**src/rtl/pbus_pkg.sv**
```systemverilog
package pbus_pkg;

  typedef enum logic [1:0] {
    PH_IDLE   = 2'd0,
    PH_SETUP  = 2'd1,
    PH_STROBE = 2'd2,
    PH_RECOV  = 2'd3
  } pbus_phase_e;

  function automatic int max2(input int a, input int b);
    return (a > b) ? a : b;
  endfunction

endpackage

```
**src/rtl/pbus_timer.sv**
```systemverilog
module pbus_timer #(
  parameter int W = 4
) (
  input  logic         clk,
  input  logic         rst,
  input  logic         clr,
  input  logic [W-1:0] limit,
  output logic [W-1:0] cnt,
  output logic         done
);

  always_ff @(posedge clk) begin
    if (rst || clr) cnt <= '0;
    else            cnt <= cnt + 1'b1;
  end

  assign done = (cnt == limit - 1'b1);

endmodule

```
**src/rtl/pbus_por.sv**
```systemverilog
module pbus_por #(
  parameter int LOW_CYC  = 16,
  parameter int WAIT_CYC = 12
) (
  input  logic clk,
  input  logic rst,
  output logic pin_rst_n,
  output logic ready
);
  import pbus_pkg::*;

  localparam int W = $clog2(max2(LOW_CYC, WAIT_CYC) + 1);

  logic [W-1:0] cnt;
  logic         waiting;
  logic [W-1:0] lim;

  assign lim = waiting ? W'(WAIT_CYC) : W'(LOW_CYC);

  always_ff @(posedge clk) begin
    if (rst) begin
      cnt       <= '0;
      waiting   <= 1'b0;
      pin_rst_n <= 1'b0;
      ready     <= 1'b0;
    end else if (!ready) begin
      if (cnt == lim - 1'b1) begin
        cnt <= '0;
        if (!waiting) begin
          waiting   <= 1'b1;
          pin_rst_n <= 1'b1;
        end else begin
          ready <= 1'b1;
        end
      end else begin
        cnt <= cnt + 1'b1;
      end
    end
  end

endmodule

```
**src/rtl/pbus_master.sv**
```systemverilog
module pbus_master #(
  parameter int WORD_W    = 16,
  parameter int BUS_W     = 8,
  parameter int WR_LOW    = 2,
  parameter int WR_IDLE   = 2,
  parameter int RD_LOW    = 6,
  parameter int RD_SAMPLE = 5,
  parameter int RD_REC    = 3,
  parameter int POR_LOW   = 16,
  parameter int POR_WAIT  = 12
) (
  input  logic              clk,
  input  logic              rst,
  input  logic              req_valid,
  input  logic              req_is_cmd,
  input  logic              req_is_read,
  input  logic [WORD_W-1:0] req_wdata,
  output logic              busy,
  output logic              rd_valid,
  output logic [WORD_W-1:0] rd_data,
  output logic [BUS_W-1:0]  bus_d_out,
  output logic              bus_d_oe,
  input  logic [BUS_W-1:0]  bus_d_in,
  output logic              bus_rd_n,
  output logic              bus_wr_n,
  output logic              bus_cs_n,
  output logic              bus_rst_n,
  output logic              bus_dc
);
  import pbus_pkg::*;

  localparam int NBYTES  = WORD_W / BUS_W;
  localparam int IDX_W   = (NBYTES > 1) ? $clog2(NBYTES) : 1;
  localparam int CNT_MAX = max2(max2(WR_LOW, WR_IDLE), max2(max2(RD_LOW, RD_REC), RD_SAMPLE));
  localparam int CNT_W   = $clog2(CNT_MAX + 1);

  pbus_phase_e       phase_q;
  logic              is_rd_q;
  logic              active_q;
  logic [IDX_W-1:0]  idx_q;
  logic [WORD_W-1:0] wsr_q;
  logic [WORD_W-1:0] rsr_q;
  logic              ready;

  logic [CNT_W-1:0]  limit;
  logic [CNT_W-1:0]  cnt;
  logic              done;
  logic              advance;
  logic              tmr_clr;
  logic              sample;
  logic              accept;
  logic              last_byte;

  pbus_por #(
    .LOW_CYC  (POR_LOW),
    .WAIT_CYC (POR_WAIT)
  ) u_por (
    .clk       (clk),
    .rst       (rst),
    .pin_rst_n (bus_rst_n),
    .ready     (ready)
  );

  pbus_timer #(
    .W (CNT_W)
  ) u_tmr (
    .clk   (clk),
    .rst   (rst),
    .clr   (tmr_clr),
    .limit (limit),
    .cnt   (cnt),
    .done  (done)
  );

  always_comb begin
    if (phase_q == PH_STROBE) limit = is_rd_q ? CNT_W'(RD_LOW) : CNT_W'(WR_LOW);
    else                      limit = is_rd_q ? CNT_W'(RD_REC) : CNT_W'(WR_IDLE);
  end

  assign advance   = ((phase_q == PH_STROBE) || (phase_q == PH_RECOV)) && done;
  assign tmr_clr   = advance || (phase_q == PH_IDLE) || (phase_q == PH_SETUP);
  assign sample    = (phase_q == PH_STROBE) && is_rd_q && (cnt == CNT_W'(RD_SAMPLE - 1));
  assign accept    = req_valid && ready && (phase_q == PH_IDLE);
  assign last_byte = (idx_q == IDX_W'(NBYTES - 1));
  assign busy      = !ready || active_q;

  always_ff @(posedge clk) begin
    if (rst) begin
      phase_q   <= PH_IDLE;
      is_rd_q   <= 1'b0;
      active_q  <= 1'b0;
      idx_q     <= '0;
      wsr_q     <= '0;
      rsr_q     <= '0;
      rd_valid  <= 1'b0;
      rd_data   <= '0;
      bus_d_out <= '0;
      bus_d_oe  <= 1'b0;
      bus_rd_n  <= 1'b1;
      bus_wr_n  <= 1'b1;
      bus_cs_n  <= 1'b1;
      bus_dc    <= 1'b1;
    end else begin
      rd_valid <= 1'b0;
      if (sample) rsr_q <= (rsr_q << BUS_W) | WORD_W'(bus_d_in);
      case (phase_q)
        PH_IDLE: begin
          if (accept) begin
            phase_q   <= PH_SETUP;
            active_q  <= 1'b1;
            is_rd_q   <= req_is_read;
            idx_q     <= '0;
            bus_cs_n  <= 1'b0;
            bus_dc    <= !req_is_cmd;
            bus_d_oe  <= !req_is_read;
            bus_d_out <= req_wdata[WORD_W-1 -: BUS_W];
            wsr_q     <= req_wdata << BUS_W;
          end
        end
        PH_SETUP: begin
          phase_q <= PH_STROBE;
          if (is_rd_q) bus_rd_n <= 1'b0;
          else         bus_wr_n <= 1'b0;
        end
        PH_STROBE: begin
          if (done) begin
            bus_rd_n <= 1'b1;
            bus_wr_n <= 1'b1;
            phase_q  <= PH_RECOV;
          end
        end
        PH_RECOV: begin
          if (done) begin
            if (last_byte) begin
              phase_q  <= PH_IDLE;
              active_q <= 1'b0;
              bus_cs_n <= 1'b1;
              bus_dc   <= 1'b1;
              bus_d_oe <= 1'b0;
              rd_valid <= is_rd_q;
              if (is_rd_q) rd_data <= rsr_q;
            end else begin
              phase_q   <= PH_SETUP;
              idx_q     <= idx_q + 1'b1;
              bus_d_out <= wsr_q[WORD_W-1 -: BUS_W];
              wsr_q     <= wsr_q << BUS_W;
            end
          end
        end
        default: phase_q <= PH_IDLE;
      endcase
    end
  end

endmodule

```
**config.mk**
```make
export PLATFORM = sky130hd
export DESIGN_NAME = pbus_master
export DESIGN_NICKNAME = d
export VERILOG_FILES = /design/src/rtl/pbus_pkg.sv /design/src/rtl/pbus_timer.sv /design/src/rtl/pbus_por.sv /design/src/rtl/pbus_master.sv
export SDC_FILE = /design/constraint.sdc
export NUM_CORES = 1
export LEC_CHECK = 0
export ABC_AREA = 1
export CAP_MARGIN = 20
export CORE_ASPECT_RATIO = 1.1
export CORE_MARGIN = 4
export CORE_UTILIZATION = 54
export DETAILED_ROUTE_END_ITERATION = 10
export PLACE_DENSITY_LB_ADDON = 0.2
export SLEW_MARGIN = 20
export SYNTH_ARGS = -nofsm -noshare
export SYNTH_HDL_FRONTEND = slang
export SYNTH_SLANG_ARGS = --single-unit
```
**constraint.sdc**
```tcl
create_clock -name clk -period 3.9 [get_ports clk]
set_input_delay 0.39 -clock clk [delete_from_list [all_inputs] [get_ports clk]]
set_output_delay 0.39 -clock clk [all_outputs]
set_load 0.03 [all_outputs]
```
Word level (Yosys, flattened, before mapping)
Cells that the tools add are included.

word-level totals
  bits in registers = 78
  word-level logic and storage cells = 111

cells by class
  add/sub/neg operators = 5
  eq/ne operators = 13
  mux-type cells = 41
  bitwise logic cells = 6
  reductions and logical operators = 27

operators with widths
  operator                                          count
  two-way mux 16 bit                                3
  one-hot mux 16 bit (2 select lines)               1
  two-way mux 8 bit                                 3
  two-way mux 1 bit                                 18
  OR 16 x 8 -> 16 bit                               1
  one-hot mux 8 bit (2 select lines)                1
  AND reduction 3 bit                               5
  != test 2 bit, second input constant              7
  one-hot mux 1 bit (2 select lines)                7
  AND reduction 4 bit                               3
  two-way mux 5 bit                                 2
  one-hot mux 2 bit (4 select lines)                1
  two-way mux 2 bit                                 3
  two-way mux 3 bit                                 2
  adder 5 x 1 -> 5 bit, second input constant       1
  equality test 5 bit                               1
  logical AND 1 bit                                 5
  logical OR 1 bit                                  5
  inverter 1 bit                                    5
  subtractor 5 x 1 -> 5 bit, second input constant  1
  equality test 2 bit, second input constant        2
  AND reduction 2 bit                               2
  nonzero test 2 bit                                2
  OR reduction 4 bit                                1
  8 further kinds                                   10

Logic depth before layout (Yosys ltp)
Gate-level depths: netlist (run 1).

  word-level depth = 8
  gate-level depth with buffers = 12

Modules after synthesis
Synthesis (run 1) repeated with hierarchy kept, for this count alone.

second synthesis, totals
  cell total of the unflattened synthesis = 420
  area, all modules = 3,226.8 um^2

by module, submodules not included
  module       instances  cells each  area each (um^2)  seq. area each (um^2)
  pbus_master  1          338         2,653.8           1,181.1
  pbus_por     1          52          377.9             160.2
  pbus_timer   1          30          195.2             60.1

Least setup slack after synthesis (run 1)
OpenSTA, ideal clock, no wires.

  kind = flip-flop to flip-flop
  start = register phase_q[0]
  end = register bus_d_out[0]
  library setup time = 0.132 ns
  arrival = 1.435 ns
  slack = 2.333 ns
  stages on the path, launching flop included = 12
  clock period less this slack = 1.567 ns
  path through = dfxtp_1 > inv_1 > ha_1 > nor2_1 > nand2_1 > nand2_1 > nand2_2 > nand2_4 > nand3_4 > buf_6 > nand2_1 > a21oi_1

on the way
  cells in the longest elaborated chain, start to end = 6

RTL lines
  what                                  line                RTL
  start: declaration                    pbus_master.sv:37   pbus_phase_e phase_q;
  start signal: assignment              pbus_master.sv:89   phase_q <= PH_IDLE;
  start signal: assignment              pbus_master.sv:109  phase_q <= PH_SETUP;
  start signal: assignment              pbus_master.sv:121  phase_q <= PH_STROBE;
  equality test 2 bit                   pbus_master.sv:76   if (phase_q == PH_STROBE) limit = is_rd_q ? CNT_W'(RD_LOW) : CNT_W'(WR_LOW);
  two-way mux 3 bit                     pbus_master.sv:76
  subtractor 3 x 1 -> 3 bit             pbus_timer.sv:17    assign done = (cnt == limit - 1'b1);
  equality test 3 bit                   pbus_timer.sv:17
  != test 2 bit (no source line)        n/a
  AND reduction 4 bit (no source line)  n/a
  end signal: assignment                pbus_master.sv:116  bus_d_out <= req_wdata[WORD_W-1 -: BUS_W];
  end signal: assignment                pbus_master.sv:145  bus_d_out <= wsr_q[WORD_W-1 -: BUS_W];
  end: declaration                      pbus_master.sv:21   output logic [BUS_W-1:0] bus_d_out,

Several ways; a longest one is shown, not always the timed one.
A chain may end at the register's enable or synchronous reset.

Worst setup path in the final report (run 1)
  start = register phase_q[0]
  end = register rd_data[5]

on the way
  cells in the longest elaborated chain, start to end = 5

RTL lines
  what                                    line                RTL
  equality test 2 bit                     pbus_master.sv:76
  two-way mux 3 bit                       pbus_master.sv:76
  subtractor 3 x 1 -> 3 bit               pbus_timer.sv:17
  equality test 3 bit                     pbus_timer.sv:17
  AND reduction 4 bit (no source line) *  n/a
  end signal: assignment                  pbus_master.sv:141  if (is_rd_q) rd_data <= rsr_q;
  end: declaration                        pbus_master.sv:20   output logic [WORD_W-1:0] rd_data,

Mark *: on every way between the ends. The rest lies on a longest branch, timed or not.

==> results of run 1 <==
[cell usage after synthesis, drive strengths merged]
master / instances
nor3: 1
xnor2: 3
nand2: 77
a21o: 1
a211oi: 1
clkbuf: 8
o21ai: 34
dfxtp: 70
or2: 3
a21oi: 37
ha: 8
inv: 31
buf: 10
nor2: 54
xor2: 3
nand3: 22
nand4: 13
o211ai: 1
clkinv: 1
o21a: 1
[worst paths after layout]
path / from / to / slack (ps) / cells after the start
max: phase_q[0] / rd_data[5] / 1650 / 6
min: rd_data[3] / rd_data[3] / 450 / 2
max reg2reg: phase_q[0] / rd_data[5] / 1650 / 6
min reg2reg: rd_data[3] / rd_data[3] / 450 / 2
[where the power goes]
part	internal, W	total (W)	leakage, nW	switching, W
Clock	0.000248	0.000505	0.0796	0.000257
Sequential	0.000741	0.000763	0.565	0.0000211
Combinational	0.000116	0.000289	0.752	0.000173
Total	0.00110	0.00156	1.40	0.000451
[sequential cells by signal, indices dropped and copies added, names as in the netlist]
name,flops
bus_d_out,8
active_q,1
phase_q,2
u_tmr.cnt,3
bus_d_oe,1
rd_data,16
idx_q,1
is_rd_q,1
u_por.pin_rst_n,1
bus_wr_n,1
bus_rd_n,1
u_por.cnt,5
u_por.ready,1
wsr_q,8
bus_dc,1
rd_valid,1
bus_cs_n,1
u_por.waiting,1
rsr_q,16
[logic make-up after synthesis]
kind of cell,synth area share [%]
buffers and inverters,7.46
adder cells (fa/ha/maj),3.43
flip-flops,48.0
AO/OA/AOI/OAI,13.6
AND/OR/NAND/NOR,25.7
XOR/XNOR,1.80
[cell usage in the layout (no fill, tap or decap)]
cell type and count:
sky130_fd_sc_hd__clkdlybuf4s50_1 60, sky130_fd_sc_hd__clkinv_1 1, sky130_fd_sc_hd__o21ai_1 2, sky130_fd_sc_hd__nor2_2 1, sky130_fd_sc_hd__nand4_1 13, sky130_fd_sc_hd__clkbuf_8 10, sky130_fd_sc_hd__a211oi_1 1, sky130_fd_sc_hd__nand2_2 1
sky130_fd_sc_hd__inv_2 2, sky130_fd_sc_hd__clkbuf_1 3, sky130_fd_sc_hd__nand2_4 2, sky130_fd_sc_hd__nand3_2 2, sky130_fd_sc_hd__clkinvlp_4 2, sky130_fd_sc_hd__or2_2 3, sky130_fd_sc_hd__a21o_1 1, sky130_fd_sc_hd__nor2_1 53
sky130_fd_sc_hd__o211ai_1 1, sky130_fd_sc_hd__xnor2_1 3, sky130_fd_sc_hd__inv_1 29, sky130_fd_sc_hd__o21a_1 1, sky130_fd_sc_hd__buf_4 1, sky130_fd_sc_hd__o21ai_0 31, sky130_fd_sc_hd__nor3_1 1, sky130_fd_sc_hd__nand2_1 74
sky130_fd_sc_hd__nand3_4 1, sky130_fd_sc_hd__nand3_1 19, sky130_fd_sc_hd__a21oi_1 37, sky130_fd_sc_hd__ha_1 8, sky130_fd_sc_hd__o21ai_4 1, sky130_fd_sc_hd__clkinv_2 1, sky130_fd_sc_hd__xor2_1 3, sky130_fd_sc_hd__dfxtp_1 70
[metrics by stage]
stage	cells	total power (W)	setup WS, ps	cell area, sq um	util (%)
after global routing	510	0.00164	1360	3690	71.8
after global placement	494	0.00106	1660	3520	68.5
after detailed placement	494	0.00106	1650	3520	68.5
after floorplan	379	0.000981	2330	2920	-
after CTS	510	0.00156	1660	3690	71.8
final	510	0.00156	1650	3690	71.8
[layer usage]
layer / share of wire (%) / vias to the layer above / wire length [um]
met3: 5.8 / 11 / 359
li1: - / 1335 / -
met4: 1.9 / 0 / 119
met1: 45 / 1099 / 2790
met5: 0 / - / 0
met2: 47 / 78 / 2880
[worst max-delay path: stages (launching register included)]
cell and delay (ps):
sky130_fd_sc_hd__dfxtp_1 390, sky130_fd_sc_hd__ha_1 530, sky130_fd_sc_hd__nand2_4 200, sky130_fd_sc_hd__nor2_2 140, sky130_fd_sc_hd__nand3_2 430, sky130_fd_sc_hd__o21ai_0 360, sky130_fd_sc_hd__a21oi_1 70
[cell type report]
class                           instances  area [sq um]
Clock buffer                           13           149
Sequential cell                        70          1400
Timing Repair Buffer                   61           608
Tap cell                               72          90.1
Fill cell                             422          1450
Clock inverter                          3          20.0
Multi-Input combinational cell        259          1300
Inverter                               32           120
==> results by group, run 1 <==
Cells and area
  – Fraction of layout cells with a size suffix above 1: between 6 and 7%
  – Ant. Diodes: 0
  – P&R area growth vs syn: 26.4%
  – Final Net Count: 470

Clock network
  – Clock Path Buffers: 2
  – Library cell used as clock root buffer: sky130_fd_sc_hd__clkbuf_8
  – Clock sinks: 70
  – Resized cells post-CTS: 0
  – Clock latency of the later-clocked register in the worst-skew pair: 340 ps
  – Number of hold buffers added after CTS: 0
  – Clock transition at the register clock pins on the worst setup and hold paths after CTS: approximately 70 ps
  – Clock buffers created by TritonCTS: 9
  – H-tree levels: 3
  – Post-CTS repair timing setup buffer count: 0
  – TritonCTS clock tree: yes

Yosys
  – Mean area per synthesized cell: 7.70 sq um
  – Post-synthesis register bit count: 70
  – Fraction of synthesized cell area taken by the top area cell type: between 40% and 50%
  – Synthesized netlist net count: approximately 420
  – Cell taking the most area after synthesis: sky130_fd_sc_hd__dfxtp_1
  – Post-synth cell types: 30
  – Ys Warns: 0
  – Mapped Cells: 379
  – Synthesized area: 2920 sq um
  – Main area contributors after synthesis: sky130_fd_sc_hd__dfxtp_1 48%, sky130_fd_sc_hd__nand2_1 9.5%, sky130_fd_sc_hd__nor2_1 6.8%, sky130_fd_sc_hd__a21oi_1 6.3%, sky130_fd_sc_hd__o21ai_0 5.3%
  – Seq/Total Area, Yosys: 48.0%

Hold path
  – Kind of path behind the tightest hold check: reg -> reg

Status
  – Result of the run: finished clean

Global routing
  – Maximum number of pins on one net before global-route repair: 42
  – Met1 capacity usage during global routing: 23.3%
  – Most used routing layer: met2
  – Initial antenna violation count: 0
  – Gr ovfl total: 0
  – Met3 Usage GRT: between 4 and 5%
  – Combined global-route utilization of all metal layers: roughly 19%
  – Via count of the first global-routing pass: around 2400
  – Met2 track demand over resource in global routing: 32.7%
  – Wire length of the first global-routing pass: 10500 um

Floorplan
  – Y dimension of the die: ~85 um
  – Initial Utilization: between 50 and 60%
  – Horizontal extent of the die: slightly below 80 um
  – Die outline area: 6640 sq um
  – Floorplan core area: between 5000 and 6000 sq um
  – Count of pins on the block boundary: between 60 and 70
  – # rows: 27

Power
  – Maximum vdd ir drop: around 270 uV
  – Static power due to leakage: 1.40 nW
  – Power per cell area: 422 nW/um^2

Route
  – Post-detailed-route via-to-cell ratio: just under 5
  – Final routed wirelength across all metal layers: 6150 um
  – Residual antenna-violating net count after detailed routing: 0
  – Detailed-route wire length per cell: 12.1 um
  – Vias: 2523
  – Number of optimization iterations in the first detailed-route pass: 4
  – DRC: 0
  – Iteration-0 DRC count of the detailed router: 132

Flow run
  – Max-cap viol count: 0

Worst setup path
  – Arrival time worst endpoint: 2460 ps
  – Critical path required time: 4110 ps
  – Startpoint types: flop
  – Highest fanout seen on the critical path: 33
  – Classification of the worst setup path: reg -> reg
  – Crit. End Element: flop

STA
  – Final setup vio count: 0
  – Setup repair after global routing missed its margin: false
  – Minimum clock period: about 2300 ps
  – Max-slew violations: 0
  – Fmax achieved: 444 MHz
  – Worst Clk Skew: 5.75 ps
  – Tightest hold margin: 446 ps
  – Transition time at the pin with the least slew margin: 992 ps
  – Fin Setup TNS: 0 ps
  – Period utilization: slightly below 60%
  – Worst max-slew margin expressed relative to the limit: between 30% and 40%
  – Total count of hold-check failures in the final report: 0

Place
  – Post-DP HPWL: 4300 um
  – Number of input and output port buffers inserted: 60
  – Global placement routability congestion: 0.911
Note: power is estimated with default switching activity, not from simulation.
==> run 2: changes to the inputs <==
--- a/config.mk
+++ b/config.mk
@@ -9,7 +9,7 @@
 export CAP_MARGIN = 20
 export CORE_ASPECT_RATIO = 1.1
 export CORE_MARGIN = 4
-export CORE_UTILIZATION = 54
+export CORE_UTILIZATION = 46
 export DETAILED_ROUTE_END_ITERATION = 10
 export PLACE_DENSITY_LB_ADDON = 0.2
 export SLEW_MARGIN = 20
==> constraint.sdc (replaced) <==
create_clock -name clk -period 1.9 [get_ports clk]
set_input_delay 0.19 -clock clk [delete_from_list [all_inputs] [get_ports clk]]
set_output_delay 0.19 -clock clk [all_outputs]
set_load 0.03 [all_outputs]
==> results by group, run 2 (same netlist as run 1, synthesis figures left out) <==
Worst setup path
  – Classification of the worst setup path: reg -> out
  – End of the critical path: busy
  – Depth of the worst register-to-register path: 7
  – Crit. End Element: output port
  – Delay-heaviest family, CP: buffers and inverters
  – Series of cell instances along the critical path: inv_1, or2_2, clkdlybuf4s50_1
  – Crit path from: u_por.ready
  – Delay of the slowest cell on the worst path: a little under 600 ps
  – Slowest stage cell, crit path: sky130_fd_sc_hd__clkdlybuf4s50_1
  – Worst path depth: 3
  – Highest fanout seen on the critical path: 5
  – Origin of the critical flop-to-flop path: phase_q[1]
  – Startpoint types: flop
  – Critical path required time: 1710 ps
  – Buffers and inverters on the worst path: 2
  – Critical R2R Capture: bus_d_out[6]
  – Flop-to-flop setup slack: 140 ps
  – Arrival time worst endpoint: around 1600 ps

Route
  – Vias: 2531
  – Number of optimization iterations in the first detailed-route pass: 4
  – DRC: 0
  – Detailed-route wire length per cell: ~11 um
  – Post-detailed-route via-to-cell ratio: 4.78
  – Final routed wirelength across all metal layers: 6050 um
  – Residual antenna-violating net count after detailed routing: 0
  – Iteration-0 DRC count of the detailed router: 70

Floorplan
  – Y dimension of the die: 91.5 um
  – Initial Utilization: 47.4%
  – # rows: 30
  – Die outline area: 7680 sq um
  – Floorplan core area: ~6200 sq um
  – Horizontal extent of the die: 83.9 um
  – Count of pins on the block boundary: 61

Power
  – Maximum vdd ir drop: 473 uV
  – Pint: roughly 0.0025 W
  – Portion of total power attributed to the clock network: 37.1%
  – Power per cell area: 891 nW/um^2
  – Static power due to leakage: 1.48 nW
  – Switching power as a share of total power: 27.1%
  – Share of power burned in registers: 45.3%
  – Switching pwr: 0.000935 W
  – Share of power burned in combinational logic: 17.6%

Global routing
  – Wire length of the first global-routing pass: 9890 um
  – Initial antenna violation count: 0
  – Maximum number of pins on one net before global-route repair: 34
  – Gr ovfl total: 0
  – Via count of the first global-routing pass: around 2200
  – Combined global-route utilization of all metal layers: 15.7%

Clock network
  – Clock transition at the register clock pins on the worst setup and hold paths after CTS: 80 ps
  – Clock Path Buffers: 2
  – Clock buffers created by TritonCTS: 9
  – H-tree levels: 3
  – Clock sinks: 70
  – TritonCTS clock tree: yes
  – Clock latency of the later-clocked register in the worst-skew pair: ~340 ps
  – Library cell used as clock root buffer: sky130_fd_sc_hd__clkbuf_8

STA
  – Transition time at the pin with the least slew margin: ~490 ps
  – Period utilization: a little over nine tenths
  – Final setup vio count: 0
  – Fmax achieved: 557 MHz
  – Tightest hold margin: approximately 420 ps
  – Worst Clk Skew: 8.08 ps
  – Minimum clock period: 1790 ps
  – Max-slew violations: 0
  – Total count of hold-check failures in the final report: 0
  – Setup repair after global routing missed its margin: true
  – Worst max-slew margin expressed relative to the limit: 67.6%

Place
  – Inst Count DP: 510
  – Global placement routability congestion: about 0.9
  – Post-DP HPWL: about 4200 um
  – Number of input and output port buffers inserted: 60

Cells and area
  – Final Net Count: 482
  – Most common cell after layout, fill and taps aside: sky130_fd_sc_hd__nand2_1
  – Area taken by flip-flops and latches: 1400 sq um
  – Utilization of the core after routing: ~63%
  – Most frequent cells in the layout: 74 x sky130_fd_sc_hd__nand2_1, 70 x sky130_fd_sc_hd__dfxtp_1, 60 x sky130_fd_sc_hd__clkdlybuf4s50_1
  – P&R area growth vs syn: 32.7%
  – Fraction of layout cells with a size suffix above 1: 9.33%
  – Fillers: 568
  – Largest regs: rd_data x16, rsr_q x16
  – Multi-input combinational cell area: 1330 sq um
  – Final std cells w/o fill: 530
  – Ant. Diodes: 0

Flow run
  – Max-cap viol count: 0

Status
  – Result of the run: finished clean

Hold path
  – Kind of path behind the tightest hold check: in -> reg
  – Startpoint of the lowest-slack hold path: req_wdata[3]
==> run 2: worst reg2reg max path: stages, from the launching register on <==
cell and delay (ps):
sky130_fd_sc_hd__dfxtp_1 350, sky130_fd_sc_hd__inv_1 140, sky130_fd_sc_hd__ha_1 290, sky130_fd_sc_hd__nand3_1 230, sky130_fd_sc_hd__o21ai_4 240, sky130_fd_sc_hd__buf_4 200
sky130_fd_sc_hd__nand4_1 110, sky130_fd_sc_hd__a21oi_1 150
==> run 2: cell type report <==
| class | count | area share (%) |
|---|---|---|
| Clock inverter | 5 | 2.16 |
| Sequential cell | 70 | 36.2 |
| Clock buffer | 11 | 3.39 |
| Multi-Input combinational cell | 260 | 34.4 |
| Timing Repair Buffer | 72 | 18.2 |
| Inverter | 32 | 3.10 |
| Tap cell | 80 | 2.58 |
==> run 2: through the flow <==
stage	power [W]	cell area, sq um	setup WS [ps]	TNS [ps]
detailed placement	0.00219	3600	123	0
global placement	0.00218	3600	174	0
finish	0.00345	3870	106	0
floorplan	0.00201	2920	333	0
CTS	0.00348	3820	70.0	0
global route	0.00364	3870	-18.4	-18.4
==> run 2: what timing repair did <==
item	in CTS	in global routing
resized for setup	0	4
buffers inserted	0	3
hold buffers	0	0
endpoints found under the setup margin	0	20
==> run 2: how the worst min path moves through the flow <==
stage | end | slack (ps) | cells past startpoint
floorplan | rsr_q[0] | 360 | 2
global placement | rd_data[4] | 430 | 2
detailed placement | rd_data[9] | 440 | 2
CTS | wsr_q[11] | 400 | 3
global route | wsr_q[14] | 420 | 3
finish | wsr_q[11] | 420 | 3
==> run 2: power groups by stage <==
stage | clock network (W) | logic [W] | registers [W]
2_1_floorplan | 0 | 0.000377 | 0.00164
4_1_cts | 0.00133 | 0.000591 | 0.00156
3_3_place_gp | 0 | 0.000586 | 0.00160
5_1_grt | 0.00139 | 0.000675 | 0.00157
6_report | 0.00128 | 0.000609 | 0.00156
3_5_place_dp | 0 | 0.000589 | 0.00160
==> run 2: routing by layer <==
layer	part of all wire [%]	vias to the layer above	wire length (um)	GRT usage, %
li1	-	1361	-	-
met1	47	1109	2830	19.5
met2	47	55	2860	25.3
met3	4.9	6	299	4.81
met4	1.0	0	61	6.03
met5	0	-	0	0
==> run 3: changes to the inputs <==
--- a/config.mk
+++ b/config.mk
@@ -10,6 +10,7 @@
 export CORE_ASPECT_RATIO = 1.1
 export CORE_MARGIN = 4
 export CORE_UTILIZATION = 46
+export CTS_CLUSTER_DIAMETER = 50
 export DETAILED_ROUTE_END_ITERATION = 10
 export PLACE_DENSITY_LB_ADDON = 0.2
 export SLEW_MARGIN = 20
==> results of run 3 <==
No change in the layout: final DEF, timing and power equal those of run 2.
